## config.mk

```make
export PLATFORM = sky130hd
export DESIGN_NAME = hcr_host_regs
export DESIGN_NICKNAME = d
export VERILOG_FILES = /design/src/rtl/hcr_pkg.sv /design/src/rtl/hcr_strobe_dec.sv /design/src/rtl/hcr_edge_det.sv /design/src/rtl/hcr_flag_seq.sv /design/src/rtl/hcr_msg_latch.sv /design/src/rtl/hcr_host_regs.sv
export SDC_FILE = /design/constraint.sdc
export NUM_CORES = 1
export LEC_CHECK = 0
export BUFFER_PORTS_ARGS = -buffer_cell sky130_fd_sc_hd__buf_2
export CAP_MARGIN = 20
export CORE_MARGIN = 3
export CORE_UTILIZATION = 50
export CTS_BUF_LIST = sky130_fd_sc_hd__clkbuf_4
export DETAILED_ROUTE_END_ITERATION = 8
export PLACE_DENSITY = 0.78
export RECOVER_POWER = 25
export SLEW_MARGIN = 20
export SYNTH_ARGS = -nofsm -noshare
export SYNTH_HDL_FRONTEND = slang
export SYNTH_SLANG_ARGS = --single-unit
```

## constraint.sdc

```tcl
create_clock -name clk -period 1.2 [get_ports clk]
set_input_delay 0 -clock clk [delete_from_list [all_inputs] [get_ports clk]]
set_output_delay 0 -clock clk [all_outputs]
set_load 0.01 [all_outputs]
```

## src/rtl/hcr_pkg.sv

```systemverilog
package hcr_pkg;

    typedef enum logic [1:0] {
        ST_IDLE = 2'd0,
        ST_CMD  = 2'd1,
        ST_RESP = 2'd2
    } hcr_state_e;

endpackage

```

## src/rtl/hcr_strobe_dec.sv

```systemverilog
module hcr_strobe_dec (
    input  logic host_ctrl,
    input  logic host_sel,
    input  logic host_rd,
    input  logic host_a0,
    output logic wr_fire,
    output logic rd_fire
);
    logic base_hit;

    always_comb begin
        base_hit = host_ctrl && host_sel && !host_a0;
        wr_fire  = base_hit && !host_rd;
        rd_fire  = base_hit && host_rd;
    end
endmodule

```

## src/rtl/hcr_edge_det.sv

```systemverilog
module hcr_edge_det #(
    parameter int N = 2
) (
    input  logic         clk,
    input  logic         rst_n,
    input  logic [N-1:0] lvl,
    output logic [N-1:0] rise,
    output logic [N-1:0] fall
);
    logic [N-1:0] lvl_q;

    for (genvar g = 0; g < N; g++) begin : g_bit
        always_ff @(posedge clk) begin
            if (!rst_n) lvl_q[g] <= 1'b0;
            else        lvl_q[g] <= lvl[g];
        end
        always_comb begin
            rise[g] = lvl[g] && !lvl_q[g];
            fall[g] = !lvl[g] && lvl_q[g];
        end
    end
endmodule

```

## src/rtl/hcr_flag_seq.sv

```systemverilog
module hcr_flag_seq
    import hcr_pkg::*;
#(
    parameter int FLAG_W = 4
) (
    input  logic              clk,
    input  logic              rst_n,
    input  logic              cmd_rise,
    input  logic              stat_rise,
    input  logic              stat_fall,
    input  logic              wr_fire,
    input  logic [FLAG_W-1:0] wr_flags,
    input  logic [FLAG_W-1:0] ctl_flags,
    output hcr_state_e        state,
    output logic [FLAG_W-1:0] sw_flags
);
    hcr_state_e        state_nx;
    logic [FLAG_W-1:0] set_now;
    logic [FLAG_W-1:0] sw_nx;

    // state register
    always_ff @(posedge clk) begin
        if (!rst_n) state <= ST_IDLE;
        else        state <= state_nx;
    end

    // transitions
    always_comb begin
        state_nx = state;
        unique case (state)
            ST_IDLE: begin
                if (stat_rise)     state_nx = ST_RESP;
                else if (cmd_rise) state_nx = ST_CMD;
            end
            ST_CMD: begin
                if (stat_rise) state_nx = ST_RESP;
            end
            ST_RESP: begin
                if (stat_fall) state_nx = ST_IDLE;
            end
            default: state_nx = ST_IDLE;
        endcase
    end

    // flag word: sets flow through, clears only at a command rise
    always_comb begin
        set_now = wr_fire ? wr_flags : '0;
        sw_nx   = sw_flags;
        unique case (state)
            ST_RESP: sw_nx = sw_flags;
            ST_IDLE, ST_CMD: begin
                if (cmd_rise) sw_nx = ctl_flags | set_now;
                else          sw_nx = sw_flags | ctl_flags | set_now;
            end
            default: sw_nx = sw_flags;
        endcase
    end

    // output register
    always_ff @(posedge clk) begin
        if (!rst_n) sw_flags <= '0;
        else        sw_flags <= sw_nx;
    end
endmodule

```

## src/rtl/hcr_msg_latch.sv

```systemverilog
module hcr_msg_latch (
    input  logic clk,
    input  logic rst_n,
    input  logic set_evt,
    input  logic clr_evt,
    output logic valid
);
    always_ff @(posedge clk) begin
        if (!rst_n)       valid <= 1'b0;
        else if (set_evt) valid <= 1'b1;
        else if (clr_evt) valid <= 1'b0;
    end
endmodule

```

## src/rtl/hcr_host_regs.sv

```systemverilog
module hcr_host_regs
    import hcr_pkg::*;
#(
    parameter int CTRL_W     = 8,
    parameter int FLAG_W     = 4,
    parameter int SYS_W      = 16,
    parameter int EXT_EN_BIT = 4
) (
    input  logic              clk,
    input  logic              rst_n,
    input  logic              host_ctrl,
    input  logic              host_sel,
    input  logic              host_rd,
    input  logic              host_a0,
    input  logic [CTRL_W-1:0] host_wdata,
    input  logic              pe_status,
    input  logic              pe_cmd_strobe,
    output logic [SYS_W-1:0]  sys_rdata,
    output logic [FLAG_W-1:0] sw_flags,
    output logic              msg_valid,
    output logic              ext_addr_en
);
    localparam int CTL_LO = FLAG_W + 1;
    localparam int CTL_HI = FLAG_W + CTRL_W;
    localparam int EV_CMD = 0;
    localparam int EV_STAT = 1;

    logic              wr_fire;
    logic              rd_fire;
    logic [1:0]        ev_lvl;
    logic [1:0]        ev_rise;
    logic [1:0]        ev_fall;
    logic              cmd_rise;
    logic              stat_rise;
    logic              stat_fall;
    logic [CTRL_W-1:0] ctl_q;
    logic [SYS_W-1:0]  sys_word;
    hcr_state_e        state;

    hcr_strobe_dec u_dec (
        .host_ctrl (host_ctrl),
        .host_sel  (host_sel),
        .host_rd   (host_rd),
        .host_a0   (host_a0),
        .wr_fire   (wr_fire),
        .rd_fire   (rd_fire)
    );

    assign ev_lvl = {pe_status, pe_cmd_strobe};

    hcr_edge_det #(.N(2)) u_edges (
        .clk   (clk),
        .rst_n (rst_n),
        .lvl   (ev_lvl),
        .rise  (ev_rise),
        .fall  (ev_fall)
    );

    assign cmd_rise  = ev_rise[EV_CMD];
    assign stat_rise = ev_rise[EV_STAT];
    assign stat_fall = ev_fall[EV_STAT];

    always_ff @(posedge clk) begin
        if (!rst_n)       ctl_q <= '0;
        else if (wr_fire) ctl_q <= host_wdata;
    end

    assign ext_addr_en = ctl_q[EXT_EN_BIT];

    hcr_flag_seq #(.FLAG_W(FLAG_W)) u_seq (
        .clk       (clk),
        .rst_n     (rst_n),
        .cmd_rise  (cmd_rise),
        .stat_rise (stat_rise),
        .stat_fall (stat_fall),
        .wr_fire   (wr_fire),
        .wr_flags  (host_wdata[FLAG_W-1:0]),
        .ctl_flags (ctl_q[FLAG_W-1:0]),
        .state     (state),
        .sw_flags  (sw_flags)
    );

    hcr_msg_latch u_vml (
        .clk     (clk),
        .rst_n   (rst_n),
        .set_evt (stat_rise),
        .clr_evt (rd_fire),
        .valid   (msg_valid)
    );

    always_comb begin
        sys_word                = '0;
        sys_word[0]             = msg_valid;
        sys_word[FLAG_W:1]      = sw_flags;
        sys_word[CTL_HI:CTL_LO] = ctl_q;
    end

    always_ff @(posedge clk) begin
        if (!rst_n)       sys_rdata <= '0;
        else if (rd_fire) sys_rdata <= sys_word;
    end
endmodule

```

# == Word-level counts from Yosys, hierarchy flattened ==
# Cells that the tools add are included.
# totals
out_inout_bits,22
input_bits,16
elab_cells,40
regBits,30
# classes
n_reduce_logical,16
n_bitwise,3
mux,9
n_eq_ne,5
# ops
cell,n
4-bit bitwise OR,3
2-bit 2-to-1 mux,4
4-bit 2-to-1 mux,2
1-bit logical AND,7
2-bit case mux with 3 select lines,1
1-bit zero test,5
"2-bit inequality test, second input constant",2
"3-bit inequality test, second input constant",1
3-bit AND reduction,1
"2-bit by 1-bit equality test with 1-bit output, second input constant",1
"2-bit equality test, second input constant",1
2-bit zero test,1
1-bit 2-to-1 mux,2
2-bit nonzero test,1
2-bit OR reduction,1

# == Depth between registers and ports, before layout ==
# depth
ltp_word,6
ltp_mapped,4
mapped_depth_nobuf,3

# == Cells and area by module ==
# From an unflattened synthesis, not the netlist that was laid out.
# unflattened
hier_cells,111
area_unflattened_um2,1212.4
# modules_own_cells
mod,instances,area_per_inst_um2,seq_area_each_um2,cells_each
hcr_host_regs,1,834.6,420.4,72
hcr_flag_seq,1,235.2,120.1,26
hcr_edge_det,1,77.6,40.0,8
hcr_msg_latch,1,41.3,20.0,3
hcr_strobe_dec,1,23.8,0.0,2

# == Worst setup path after synthesis ==
# Ideal clock, no wire load.
# synth_timing
path_type,flip-flop to flip-flop
from,register u_seq.state[1]
to,register u_seq.sw_flags[0]
slack_ns,0.339
setup_ns,0.118
arrival_time_ns,0.744
period_less_slack_ns,0.861
path_buffers,0
stages_incl_launch_ff,3
t_required_ns,1.082
cell_sequence,dfxtp_1 -> o31a_1 -> o2bb2ai_1
# synth_between
elab_chain_cells,2
word_cells_on_any_way,3
cone_classes,eq/ne (1); reduce/logical (2)
# synth_lines
item,line_no,text
"start, declared",hcr_flag_seq.sv:14,"output hcr_state_e state,"
"start signal, assigned",hcr_flag_seq.sv:24,else state <= state_nx;
2-bit by 1-bit equality test with 1-bit output or 2-bit zero test (tied branches),hcr_flag_seq.sv:49,unique case (state)
2-bit OR reduction *,hcr_flag_seq.sv:49,
"end signal, assigned",hcr_flag_seq.sv:62,else sw_flags <= sw_nx;
"end, declared",hcr_flag_seq.sv:15,output logic [FLAG_W-1:0] sw_flags
# Mark *: on every way between the ends. The rest lies on a longest branch, timed or not.
# A chain may end at the register's enable or synchronous reset.

# == Worst setup path after layout ==
# layout_timing
from,input port pe_cmd_strobe
to,register u_seq.sw_flags[0]
# layout_between
elab_chain_cells,2
# layout_lines
item,line_no,text
"start, declared",hcr_host_regs.sv:17,"input logic pe_cmd_strobe,"
1-bit logical AND,hcr_edge_det.sv:18,rise[g] = lvl[g] && !lvl_q[g];
4-bit 2-to-1 mux,hcr_flag_seq.sv:52,if (cmd_rise) sw_nx = ctl_flags | set_now;
# No other way between the ends.

==> metrics.md <==
| Metric | Value |
|---|---|
| Status | finished clean |
| Minimum clock period | 0.996 ns |
| First-pass GRT wire length | between 3000 and 4000 um |
| Row Count | 16 |
| All-Layer GR Usage | 0.197 |
| Seq pwr share | 0.585 |
| Footprint of the multi-input gates | between 500 and 600 um2 |
| Syn Inst Count | 120 |
| Synthesized area | between 1000 and 1500 um2 |
| Placer Congestion | between 0.7 and 0.8 |
| Share of cells above drive strength 1 | 0.244 |
| Internal | between 1 and 1.5 mW |
| CTS sink cnt | 30 |
| WL met1 | 1080 um |
| RSZ-0062 raised after global routing | false |
| Slew Limit Fails | 0 |
| Clock insertion delay at the later pin of the skew report | roughly 0.32 ns |
| Clock power frac | 0.324 |
| Seq/Total Area, Yosys | 0.512 |
| CP delay by family, top | buffers and inverters |
| Drt initial violations | 23 |
| Synthesis-stage register bit count | 30 |
| Endpoints failing hold | 0 |
| Hold EP | sys_rdata[7] |
| Die Area | roughly 3000 um2 |
| Max Fclk | around 1.0 GHz |
| Max stage delay cell, worst path | dlygate4sd3_1 |
| Critical-path cell list | dlygate4sd3_1 -> clkbuf_1 -> inv_1 -> o31a_1 -> o2bb2ai_1 |
| Final ANT Viol Nets | 0 |
| FF-to-FF path depth | 2 |
| Met3 wire len | about 120 um |
| Largest net degree at the start of global routing | 18 |
| Htree depth | 2 |
| Clk pin slew, worst setup/hold paths | 0.09 ns |
| Die Height | about 54 um |
| Slowest stage delay, CP | 0.52 ns |
| Worst Path Buf+Inv | 3 |
| Placed inst area | approximately 1300 um2 |
| Slew HR | 0.604 |
| Initial antenna violation count | 0 |
| Root buf cell | clkbuf_4 |
| Ant. Diodes | 0 |
| Most frequent cells in the layout | 31 x buf_2, 30 x dfxtp_1, 26 x nand2_1, 13 x a21boi_0, 12 x nor2b_1 |
| Slew @ Worst Pin | around 0.6 ns |
| Setup TNS | 0 ns |
| Setup-failing EPs final | 0 |
| CTS tree | built |
| Worst r2r src | u_seq.state[1] |
| Worst path arrival time | around 1.2 ns |
| R2R Path End | u_seq.sw_flags[0] |
| TritonCTS Buffers | 5 |
| Final nets | between 150 and 200 |
| Final Util | 0.713 |
| Hold Crit Start | rst_n |
| Clk_skew | roughly 0.0098 ns |
| Net Sw Power | about 0.42 mW |
| Worst-path fanout max | 4 |
| Switch share | 0.238 |
| Post-DP HPWL | ~1800 um |
| WL met2 | roughly 1200 um |
| Most common cell after layout, fill and taps aside | buf_2 |
| CTS resizes | 0 |
| Pre-Repair DR Iteration Count | 4 |
| Area Growth Syn to Fin | 26.4% |
| Synth cell types | 22 |
| Overflow after GRT | 0 |
| Synth Area per Inst | between 9 and 10 um2 |
| Comb power frac | 0.091 |
| Post-layout instance area | around 1500 um2 |
| Max-Cap Viols | 0 |
| Routed via count | 974 |
| Leak Pwr | between 0.6 and 0.7 nW |
| DR WL/cell | 12.8 um |
| DRC | 0 |
| PortBufs | 34 |
| Vias/cell | between 4 and 5 |
| Hold Path Depth | 2 |
| Type of origin of the critical path | input pin |
| Die W | between 50 and 60 um |
| Io pins | 38 |
| Max layer used | met4 |
| WS Path Type | in -> reg |
| Clock buffer depth | 2 |
| R2r setup slk | around 0.25 ns |
| Setup crit end kind | register |
| Filler cells | between 150 and 200 |
| DP Worst Slack | between 0.15 and 0.2 ns |
| Data required, critical path | between 1 and 1.5 ns |
| Worst Hold Class | in -> reg |
| Yosys warns | 0 |
| Routed WL | around 2500 um |
| Final Cycle Share | 0.830 |
| Power density cells | 1190 nW/um2 |
| Worst VDD drop | between 800 and 900 uV |
| Vias in the first global route | around 940 |
| Core region area | 2080 um2 |
| Register area | 601 um2 |
| Setup slack after layout | between 0.2 and 0.25 ns |
| Initial core utilization | 0.564 |
per-layer routing:
| metal | up-vias | GRT usage |
|---|---|---|
| li1 | 490 | - |
| met1 | 446 | 0.206 |
| met2 | 31 | 0.347 |
| met3 | 7 | 0.0572 |
| met4 | 0 | 0.112 |
| met5 | - | 0 |
through the flow:
stage               std cells  total power, mW  hold slack [ns]
floorplan                 122             1.14            0.122
global placement          177             1.19            0.228
detailed placement        177             1.19            0.246
CTS                       195             1.78           0.0513
global route              195             1.85           0.0556
finish                    195             1.77           0.0551
cell families after synthesis:
family | after synthesis | synth area share
multiplexers | 8 | 0.0682
other | 1 | 0.00320
AO/OA/AOI/OAI | 25 | 0.152
buffers and inverters | 10 | 0.0597
flip-flops | 30 | 0.512
AND/OR/NAND/NOR | 46 | 0.205
worst max-delay path by stage:
stage | startpoint | endpoint | slack (ns) | cells after the start
after floorplan | u_seq.state[1] | u_seq.sw_flags[0] | 0.34 | 2
after global placement | host_rd | ctl_q[2] | 0.25 | 4
after detailed placement | host_a0 | sys_rdata[11] | 0.20 | 4
after CTS | u_seq.state[1] | u_seq.sw_flags[0] | 0.26 | 2
after global routing | pe_cmd_strobe | u_seq.sw_flags[2] | 0.18 | 5
final | pe_cmd_strobe | u_seq.sw_flags[0] | 0.20 | 5
cell type report:
cell class	count	share of cell area
Clock inverter	2	0.00590
Multi-Input combinational cell	82	0.341
Tap cell	27	0.0228
Inverter	2	0.00506
Sequential cell	30	0.405
Timing Repair Buffer	46	0.190
Clock buffer	6	0.0304
worst reg2reg max path, stage by stage (launching register included):
cell and delay [ns]:
dfxtp_1 0.34, o31a_1 0.36, o2bb2ai_1 0.14
power groups by stage:
stage               clock network, mW  registers [mW]  logic (mW)
global placement                    0            1.05       0.131
finish                          0.572            1.03       0.161
global route                    0.635            1.04       0.178
floorplan                           0            1.06      0.0860
detailed placement                  0            1.06       0.138
CTS                             0.585            1.03       0.164
state kept, by name, indices dropped and copies added (netlist names):
name	count
u_seq.sw_flags	4
sys_rdata	13
u_seq.state	2
ctl_q	8
u_edges.lvl_q	2
u_vml.valid	1
Yosys cell counts:
library cell  number  area, um2
clkbuf_1           2       7.51
nand4b_1           1       8.76
o21a_1             1       7.51
nand2_1           26       97.6
buf_12             1       20.0
and2_1             2       12.5
mux2i_1            8       80.1
and4b_2            1       11.3
a21oi_1            6       30.0
a21boi_0          13       97.6
buf_2              1       5.00
conb_1             1       3.75
nor2b_1           12       75.1
buf_4              4       30.0
o2bb2ai_1          4       35.0
nor3b_1            1       7.51
nand2b_1           1       6.26
nor3_1             1       5.00
inv_1              2       7.51
and4bb_4           1       16.3
dfxtp_1           30        601
o31a_1             1       8.76
timing repair:
action | 4_1_cts | 5_1_grt
buffers inserted | 0 | 0
hold buffers | 10 | 0
hold endpoints to repair | 14 | 0
(Power assumes the default switching activity.)
